File: src/rtl/rxd_pkg.sv
package rxd_pkg;
  typedef enum logic [1:0] {
    LC_AMI  = 2'd0,
    LC_B8ZS = 2'd1,
    LC_HDB3 = 2'd2
  } line_code_e;

  // mk: mark present (dual: positive rail), ng: negative polarity / rail, fl: error
  typedef struct packed {
    logic mk;
    logic ng;
    logic fl;
  } slot_t;
endpackage

File: src/rtl/rxd_polarity.sv
module rxd_polarity (
  input  logic clk_i,
  input  logic rst_ni,
  input  logic en_i,
  input  logic mark_i,
  input  logic neg_i,
  output logic viol_o,
  output logic vrep_o
);
  logic last_neg_q, have_mark_q, last_vneg_q, have_v_q;

  assign viol_o = en_i && mark_i && have_mark_q && (neg_i == last_neg_q);
  assign vrep_o = viol_o && have_v_q && (neg_i == last_vneg_q);

  always_ff @(posedge clk_i or negedge rst_ni) begin
    if (!rst_ni) begin
      last_neg_q  <= 1'b0;
      have_mark_q <= 1'b0;
      last_vneg_q <= 1'b0;
      have_v_q    <= 1'b0;
    end else if (!en_i) begin
      have_mark_q <= 1'b0;
      have_v_q    <= 1'b0;
    end else if (mark_i) begin
      last_neg_q  <= neg_i;
      have_mark_q <= 1'b1;
      if (viol_o) begin
        last_vneg_q <= neg_i;
        have_v_q    <= 1'b1;
      end
    end
  end
endmodule

File: src/rtl/rxd_zero_run.sv
module rxd_zero_run
  import rxd_pkg::*;
#(
  parameter int AMI_LIM  = 15,
  parameter int B8ZS_LIM = 7,
  parameter int HDB3_LIM = 3
) (
  input  logic       clk_i,
  input  logic       rst_ni,
  input  logic       en_i,
  input  logic       space_i,
  input  line_code_e code_i,
  output logic       exz_o
);
  localparam int CW = $clog2(AMI_LIM + 2);
  localparam logic [CW-1:0] SAT = CW'(AMI_LIM + 1);

  logic [CW-1:0] cnt_q, lim;

  always_comb begin
    case (code_i)
      LC_HDB3: lim = CW'(HDB3_LIM);
      LC_B8ZS: lim = CW'(B8ZS_LIM);
      default: lim = CW'(AMI_LIM);
    endcase
  end

  assign exz_o = en_i && space_i && (cnt_q == lim);

  always_ff @(posedge clk_i or negedge rst_ni) begin
    if (!rst_ni)                cnt_q <= '0;
    else if (!en_i || !space_i) cnt_q <= '0;
    else if (cnt_q != SAT)      cnt_q <= cnt_q + 1'b1;
  end

  // one flag per run of spaces
  assert_exz_once_R6: assert property (@(posedge clk_i) disable iff (!rst_ni)
    exz_o |=> !exz_o);
endmodule

File: src/rtl/rxd_window.sv
module rxd_window
  import rxd_pkg::*;
#(
  parameter int DEPTH = 8
) (
  input  logic       clk_i,
  input  logic       rst_ni,
  input  logic       dual_i,
  input  line_code_e code_i,
  input  logic       pos_i,
  input  logic       neg_i,
  input  logic       mark_i,
  input  logic       invalid_i,
  input  logic       viol_i,
  input  logic       vrep_i,
  input  logic       exz_i,
  output slot_t      out_o,
  output logic       hdb3_sub_o,
  output logic       b8zs_sub_o
);
  localparam int LAST = DEPTH - 1;

  slot_t st_q [DEPTH];
  slot_t w    [DEPTH];
  slot_t in_s;

  always_comb begin
    hdb3_sub_o = !dual_i && (code_i == LC_HDB3) && mark_i && viol_i &&
                 !st_q[0].mk && !st_q[1].mk;
    // 000VB0VB closes on the incoming B; both V slots carry pending flags
    b8zs_sub_o = !dual_i && (code_i == LC_B8ZS) && mark_i && !viol_i &&
                 st_q[0].mk && st_q[0].fl && !st_q[1].mk &&
                 st_q[2].mk && (st_q[2].ng == st_q[0].ng) &&
                 st_q[3].mk && st_q[3].fl && (st_q[3].ng != st_q[2].ng) &&
                 !st_q[4].mk && !st_q[5].mk && !st_q[6].mk;

    for (int i = 0; i < DEPTH; i++) w[i] = st_q[i];

    if (dual_i) begin
      in_s.mk = pos_i;
      in_s.ng = neg_i;
      in_s.fl = 1'b0;
    end else begin
      in_s.mk = mark_i && !hdb3_sub_o && !b8zs_sub_o;
      in_s.ng = neg_i;
      in_s.fl = invalid_i || exz_i || (hdb3_sub_o ? vrep_i : viol_i);
    end

    if (hdb3_sub_o) w[2].mk = 1'b0;
    if (b8zs_sub_o) begin
      w[0].mk = 1'b0;
      w[0].fl = 1'b0;
      w[2].mk = 1'b0;
      w[3].mk = 1'b0;
      w[3].fl = 1'b0;
    end
  end

  always_ff @(posedge clk_i or negedge rst_ni) begin
    if (!rst_ni) begin
      for (int i = 0; i < DEPTH; i++) st_q[i] <= '0;
    end else begin
      st_q[0] <= in_s;
      for (int i = 1; i < DEPTH; i++) st_q[i] <= w[i-1];
    end
  end

  assign out_o = st_q[LAST];

  // stages beyond the pattern window shift untouched
  assert_tail_intact_R1: assert property (@(posedge clk_i) disable iff (!rst_ni)
    st_q[LAST] == $past(st_q[LAST-1]));
endmodule

File: src/rtl/rx_line_decoder.sv
module rx_line_decoder
  import rxd_pkg::*;
#(
  parameter int DEPTH    = 8,
  parameter int AMI_LIM  = 15,
  parameter int B8ZS_LIM = 7,
  parameter int HDB3_LIM = 3
) (
  input  logic clk_i,
  input  logic rst_ni,
  input  logic dual_rail_i,
  input  logic ami_i,
  input  logic e1_i,
  input  logic rclk_inv_i,
  input  logic pos_i,
  input  logic neg_i,
  output logic pos_o,
  output logic neg_o,
  output logic rclk_o
);
  line_code_e code;
  logic single, mark, invalid, space;
  logic viol, vrep, exz, hdb3_sub, b8zs_sub;
  slot_t out_s;

  assign code    = ami_i ? LC_AMI : (e1_i ? LC_HDB3 : LC_B8ZS);
  assign single  = !dual_rail_i;
  assign mark    = pos_i ^ neg_i;
  assign invalid = pos_i & neg_i;
  assign space   = !mark;

  rxd_polarity u_pol (
    .clk_i  (clk_i),
    .rst_ni (rst_ni),
    .en_i   (single),
    .mark_i (mark),
    .neg_i  (neg_i),
    .viol_o (viol),
    .vrep_o (vrep)
  );

  rxd_zero_run #(
    .AMI_LIM  (AMI_LIM),
    .B8ZS_LIM (B8ZS_LIM),
    .HDB3_LIM (HDB3_LIM)
  ) u_zr (
    .clk_i   (clk_i),
    .rst_ni  (rst_ni),
    .en_i    (single),
    .space_i (space),
    .code_i  (code),
    .exz_o   (exz)
  );

  rxd_window #(.DEPTH(DEPTH)) u_win (
    .clk_i      (clk_i),
    .rst_ni     (rst_ni),
    .dual_i     (dual_rail_i),
    .code_i     (code),
    .pos_i      (pos_i),
    .neg_i      (neg_i),
    .mark_i     (mark),
    .invalid_i  (invalid),
    .viol_i     (viol),
    .vrep_i     (vrep),
    .exz_i      (exz),
    .out_o      (out_s),
    .hdb3_sub_o (hdb3_sub),
    .b8zs_sub_o (b8zs_sub)
  );

  assign pos_o  = out_s.mk;
  assign neg_o  = dual_rail_i ? out_s.ng : out_s.fl;
  assign rclk_o = clk_i ^ rclk_inv_i;

  // edges since reset, bounds the $past depth of the checks below
  logic [2:0] age_q;
  always_ff @(posedge clk_i or negedge rst_ni) begin
    if (!rst_ni)            age_q <= '0;
    else if (age_q != 3'd7) age_q <= age_q + 1'b1;
  end

  assert_hdb3_sub_spaces_R3: assert property (@(posedge clk_i) disable iff (!rst_ni)
    (hdb3_sub && age_q >= 3'd2 && $past(single) && $past(single, 2)) |->
    ((!$past(mark) || $past(hdb3_sub)) && (!$past(mark, 2) || $past(hdb3_sub, 2))));

  assert_b8zs_sub_viols_R5: assert property (@(posedge clk_i) disable iff (!rst_ni)
    (b8zs_sub && age_q >= 3'd4 && $past(single) && $past(single, 4)) |->
    ($past(viol) && $past(viol, 4)));

  assert_dual_no_sub_R11: assert property (@(posedge clk_i) disable iff (!rst_ni)
    dual_rail_i |-> (!hdb3_sub && !b8zs_sub && !viol && !exz));
endmodule

File: config.mk
export PLATFORM = sky130hd
export DESIGN_NAME = rx_line_decoder
export DESIGN_NICKNAME = d
export VERILOG_FILES = /design/src/rtl/rxd_pkg.sv /design/src/rtl/rxd_polarity.sv /design/src/rtl/rxd_zero_run.sv /design/src/rtl/rxd_window.sv /design/src/rtl/rx_line_decoder.sv
export SDC_FILE = /design/constraint.sdc
export NUM_CORES = 1
export LEC_CHECK = 0
export ABC_AREA = 1
export BUFFER_PORTS_ARGS = -buffer_cell sky130_fd_sc_hd__buf_2
export CAP_MARGIN = 20
export CELL_PAD_IN_SITES_DETAIL_PLACEMENT = 0
export CELL_PAD_IN_SITES_GLOBAL_PLACEMENT = 1
export CORE_MARGIN = 5
export CORE_UTILIZATION = 48
export CTS_CLUSTER_SIZE = 24
export DETAILED_ROUTE_END_ITERATION = 6
export PLACE_DENSITY = 0.83
export SLEW_MARGIN = 10
export SYNTH_ARGS = -nofsm -noshare
export SYNTH_HDL_FRONTEND = slang
export SYNTH_HIERARCHICAL = 1
export SYNTH_SLANG_ARGS = --single-unit
File: constraint.sdc
create_clock -name clk_i -period 2.3 [get_ports clk_i]
set_input_delay 0.23 -clock clk_i [delete_from_list [all_inputs] [get_ports clk_i]]
set_output_delay 0.23 -clock clk_i [all_outputs]
set_load 0.05 [all_outputs]
==> impl_results.md, run 1 <==
* Status: completed
* CP peak stage delay at between 0.2 and 0.25 ns
* Met3 wire len at 146 µm
* Static leakage at 0.000886 µW
* CTS tree: done
* M1 WL at 1140 µm
* Count leader, synth: nand2_1
* Worst Path Max Fanout at 10
* Hold Path Origin: pos_i
* DRT antenna net count at 0
* Share of cells above drive strength 1 at 22.7%
* Area delta synth->final at 12.3%
* Initial antenna violation count at 1
* IO Port Bufs at 10
* Worst reg2reg path endpoint: u_win/st_q[18]
* Layout net count at about 210
* Power Dens Cells at 758 nW/µm²
* Final HPWL DP at 1840 µm
* Vias/cell at roughly 4.6
* Vias in the first global route at 1184
* Crit path buf inv count at 5
* Top cell type's share of synthesized area at between 50 and 60%
* Number of hold violations in the final report at 0
* Met2 wire length at 1180 µm
* Cells along the critical path: clkbuf_4 -> clkbuf_4 -> clkbuf_4 -> inv_1 -> nand2_1 -> nand2_1 -> clkbuf_4
* Max Used Layer: met5
* DR vias at between 1000 and 1500
* Worst-skew pair later-pin latency at 0.44 ns
* Placement Rows at 20
* Clock transition at path regs at around 0.09 ns
* RSZ-0062 raised after global routing: no
* Worst Hold Class: input port to flop
* R2R Setup Slk at 0.97 ns
* Critical path type: clock port to output port
* Synth top area cells: dfrtp_1 55%, nand2_1 10%, inv_1 5.7%
* Synth Flop Type: dfrtp_1
* Core area at 3050 µm²
* Ant diodes at 0
* Final Core Density at roughly 56%
* Residual DRC count at 0
* CP max-delay cell: clkbuf_4
* Critical Path AT at 1.98 ns
* Chip Width at about 66 µm
* Pin count of the biggest net entering global routing at 34
* VDD IR max at between 0.4 and 0.5 mV
* WP data required at 2.07 ns
* FILL cells at approximately 300
* Worst r2r src: u_pol/last_neg_q
* Critical Path Start Type: clock port
* Delay-heaviest family, CP: buffers and inverters
* Synth area leader: dfrtp_1
* R2R cell count at 9
* Slew Limit Fails at 0
* Die H at 66.2 µm
* Io pins at 11
* Synth cell types at 22
* Hold Path Sink: u_win/st_q[23]
* Routed WL at approximately 2600 µm
* Post-CTS Setup Inserts at 0
* Max-Cap Viols at 0
* Fraction of registers with async set/reset at 100%
* Slew Limit Headroom at 52.7%
* Mapped Cells at 174
* Register bit count reported by yosys at 33
* First-pass GRT wire length at 4760 µm
* CP Capture Type: output port
* Mean post-synth cell area at roughly 8.7 µm²
* Wirelength per Cell at 10.8 µm
* DRT Pass-1 Iters at 4
* # setup viols final at 0
* Gr usage total at 14.9%
* Slew @ Worst Pin at 0.710 ns
* Final Skew at 0.00658 ns
* Post-Syn Area at 1520 µm²
* Total congestion overflow at 0
* Total negative setup slack at 0 ns
* Die ar. at ~4400 µm²
* Initial drt markers at 24
* Number of synthesized flops with an enable pin at 0
* Initial core utilization at 49.6%
* CP dominant cell by count: clkbuf_4
* Seq/Total Area, Yosys at 54.5%
* Worst Hold Depth at 3
* Syn_nets at around 190
* Placed Instance Area at about 1600 µm²
* Final instance area at between 1500 and 2000 µm²
* Post-synth top cells: 42 x nand2_1, 33 x dfrtp_1, 23 x inv_1, 18 x nor2_1, 11 x nand3_1
* Gpl congestion at between 0.8 and 0.9
* Warnings, synthesis at 6
==> through the flow <==
stage	hold WS, ns	std cells	total power (µW)	worst slack (ns)
floorplan	-0.0656	174	826	0.513
global placement	0.316	224	876	0.563
detailed placement	0.323	224	879	0.563
CTS	0.00772	238	1300	0.0343
global route	0.0178	238	1370	0.0206
finish	0.0211	238	1290	0.0858
==> worst reg2reg max path, cell delays in order (launching register included) <==
cell and delay [ns]:
dfrtp_1 0.41, inv_1 0.05, nand2_1 0.05, nand2_1 0.06, nand2_2 0.08, inv_1 0.08
nor3_1 0.18, nand2_1 0.08, nor2_2 0.18, nor2_1 0.06
==> repair_timing <==
| action | CTS | global route |
|---|---|---|
| resized for setup | 0 | 1 |
| hold buffers | 3 | 0 |
| endpoints found under the hold margin | 35 | 0 |
| setup endpoints to repair | 0 | 1 |
==> sequential cells by signal, summed over array words and instances (netlist names) <==
| register | cells |
|---|---|
| u_pol/have_mark_q | 1 |
| u_win/out_o | 3 |
| u_pol/last_vneg_q | 1 |
| u_pol/last_neg_q | 1 |
| u_pol/have_v_q | 1 |
| u_zr/cnt_q | 5 |
| u_win/st_q | 21 |
==> per-layer routing <==
layer  up-vias  track usage [%]
li1        563                -
met1       504             16.0
met2        16             23.0
met3        12             6.29
met4         2             10.9
met5         -                0
==> kinds of logic (layout without fill, tap and decap cells) <==
group | count (synthesis) | count (layout) | synth area share (%)
AO/OA/AOI/OAI | 4 | 4 | 1.32
XOR/XNOR | 1 | 1 | 0.578
adder cells (fa/ha/maj) | 4 | 4 | 3.30
buffers and inverters | 37 | 57 | 10.4
flip-flops | 33 | 33 | 54.5
AND/OR/NAND/NOR | 95 | 95 | 29.9
==> layout by cell type, fill, tap and decap left out <==
cell type and count:
a21oi_1 1, buf_2 9, clkbuf_1 1, clkbuf_4 9, clkbuf_8 1, clkinv_1 3
clkinv_2 1, dfrtp_1 33, dlygate4sd3_1 3, ha_1 4, inv_1 23, inv_2 7
nand2_1 42, nand2_2 6, nand2_4 1, nand3_1 11, nand3_2 1, nand4_1 5
nor2_1 18, nor2_2 6, nor2_4 3, nor3_1 1, o21ai_0 1, o21ai_1 2
or2_1 1, xnor2_1 1
==> layout make-up <==
type / count / area, µm² / area share [%]
Inverter: 32 / 120 / 7.06
Sequential cell: 33 / 826 / 48.5
Clock inverter: 2 / 8.76 / 0.515
Multi-Input combinational cell: 104 / 532 / 31.3
Timing Repair Buffer: 12 / 75.1 / 4.41
Clock buffer: 11 / 85.1 / 5.00
Tap cell: 44 / 55.1 / 3.24
==> worst max-delay path by stage <==
stage | start | end | slack (ns) | cells past startpoint
after CTS | clk_i | rclk_o | 0.03 | 7
after global placement | clk_i | rclk_o | 0.56 | 4
after global routing | clk_i | rclk_o | 0.02 | 7
final | clk_i | rclk_o | 0.09 | 7
after floorplan | clk_i | rclk_o | 0.51 | 3
after detailed placement | clk_i | rclk_o | 0.56 | 4
==> report_power, final <==
group	internal, µW	switching [µW]
Sequential	624	30.2
Combinational	45.5	85.5
Clock	231	274
(Power assumes the default switching activity.)
==> run 2, diff against run 1 <==
ABC_AREA = not set   (was 1)
CORE_UTILIZATION = 51   (was 48)
PLACE_DENSITY = 0.88   (was 0.83)
SLEW_MARGIN = 20   (was 10)
==> impl_results.md, run 2 <==
* Commonest non-fill, non-tap cell in the layout: dfrtp_1
* IO Port Bufs at 10
* RSZ-0062 raised after global routing: no
* Critical Path AT at around 2.5 ns
* Warnings, synthesis at 6
* Post-Syn Area at approximately 1400 µm²
* Crit. Startpoint: neg_i
* Residual DRC count at 0
* Worst Path Max Fanout at 7
* Worst Hold Class: input port to flop
* Initial antenna violation count at 0
* Number of hold violations in the final report at 0
* Critical Path Start Type: input port
* CP peak stage delay at 0.53 ns
* Max Used Layer: met4
* Crit path buf inv count at 3
* Worst-skew pair later-pin latency at 0.43 ns
* First-pass GRT wire length at ~3600 µm
* Share of cells above drive strength 1 at 27.3%
* Placed Cells at 146
* Total congestion overflow at 0
* Met2 wire length at 910 µm
* Chip Width at between 60 and 70 µm
* Initial core utilization at between 50% and 60%
* Mean post-synth cell area at between 10 and 15 µm²
* Ant diodes at 0
* Layout net count at 139
* CP Capture Type: flop
* Final HPWL DP at 1520 µm
* Placement Rows at 19
* Resize count post-CTS at 0
* Slew Limit Headroom at between 50% and 60%
* Non-filler cells in the finished layout at ~160
* Static leakage at between 0.0007 and 0.0008 µW
* Biggest register: u_win/st_q
* Area delta synth->final at 14.5%
* Die H at 62.4 µm
* Vias in the first global route at 822
* DR vias at 826
* Core area at 2690 µm²
* Die ar. at 3900 µm²
* Max Clk Rate at between 400 and 500 MHz
* Critical path type: input port to flop
* Tcrit/Tclk final at 93.9%
* Status: completed
* Final Skew at 0.00920 ns
* Routed WL at 2140 µm
* Gpl congestion at about 0.8
* Worst hold slack at between 0.05 and 0.06 ns
* VDD IR max at ~0.63 mV
* Most frequent cells in the layout: 33 x dfrtp_1, 10 x buf_2, 8 x clkbuf_4, 7 x nand3_1
* WP data required at 2.62 ns
* DRT Pass-1 Iters at 4
* Delay-heaviest family, CP: buffers and inverters
* Total negative setup slack at 0 ns
* Hold Path Origin: pos_i
* DRT antenna net count at 0
* Cells along the critical path: dlygate4sd3_1 -> buf_2 -> ha_1 -> nand3_2 -> a21oi_4 -> nor4bb_1 -> nand2b_4 -> inv_2 -> nor3b_1 -> a22o_1
* Syn_nets at 120
* Power Dens Cells at around 850 nW/µm²
* Min Tclk post-route at approximately 2.2 ns
* Mapped Cells at roughly 110
* Worst r2r src: u_pol/last_neg_q
* Gr usage total at 12.1%
* Max-Cap Viols at 0
* CTS tree: done
* Clock transition at path regs at around 0.10 ns
* Max reg flops at 21
* Initial drt markers at 21
* Vias/cell at between 5 and 6
* Slew Limit Fails at 0
* M1 WL at 1070 µm
* CP max-delay cell: dlygate4sd3_1
* Wirelength per Cell at 13.5 µm
* FILL cells at around 220
* Pin count of the biggest net entering global routing at 34
* # setup viols final at 0
* Pwr Total at 1370 µW
* Met3 wire len at around 110 µm
* Io pins at 11
* Slew @ Worst Pin at 0.702 ns
* Post-CTS Setup Inserts at 0
run 2: worst register-to-register path: stages (launching register included):
cell and delay (ns):
dfrtp_1 0.42, or2_4 0.27, a21oi_4 0.20, nor4bb_1 0.44, nand2b_4 0.10, inv_2 0.06, nor3b_1 0.04, a22o_1 0.19
run 2: cell type report:
class / count / area, µm² / share of cell area [%]
Clock buffer: 10 / 78.8 / 4.91
Clock inverter: 2 / 37.5 / 2.34
Inverter: 6 / 22.5 / 1.40
Multi-Input combinational cell: 64 / 522 / 32.5
Sequential cell: 33 / 826 / 51.4
Tap cell: 31 / 38.8 / 2.42
Timing Repair Buffer: 13 / 80.1 / 4.99
run 2: final timing paths:
check                           slack (ns)  depth (start not counted)             end
max in group asynchronous             1.47                          2   u_zr/cnt_q[3]
worst max-delay path                  0.14                         10  u_win/st_q[23]
min in group asynchronous             0.37                          2   u_win/st_q[7]
worst min-delay path                  0.05                          2  u_win/st_q[23]
worst max register to register        0.48                          7  u_win/st_q[23]
worst min register to register        0.36                          0  u_win/st_q[12]
run 2: routing by layer:
layer | up-vias | track usage, %
li1 | 412 | -
met1 | 394 | 15.4
met2 | 15 | 15.8
met3 | 5 | 5.22
met4 | 0 | 9.28
met5 | - | 0
run 2: report_power, final:
| part | total (µW) | switching [µW] | internal [µW] |
|---|---|---|---|
| clock | 618 | 283 | 335 |
| sequential | 640 | 22.9 | 617 |
| combinational | 114 | 65.9 | 48.1 |
run 2: metrics by stage:
stage | utilization, % | setup slack (ns) | instance area (µm²)
6_report | 59.8 | 0.140 | 1610
5_1_grt | 59.8 | 0.0817 | 1610
4_1_cts | 59.8 | 0.168 | 1610
3_5_place_dp | 54.9 | 0.257 | 1470
3_3_place_gp | 54.9 | 0.351 | 1470
2_1_floorplan | - | 0.179 | 1400
run 2: what timing repair did:
action	4_1_cts	5_1_grt
endpoints found under the hold margin	34	0
setup endpoints to repair	0	0
hold buffers	2	0
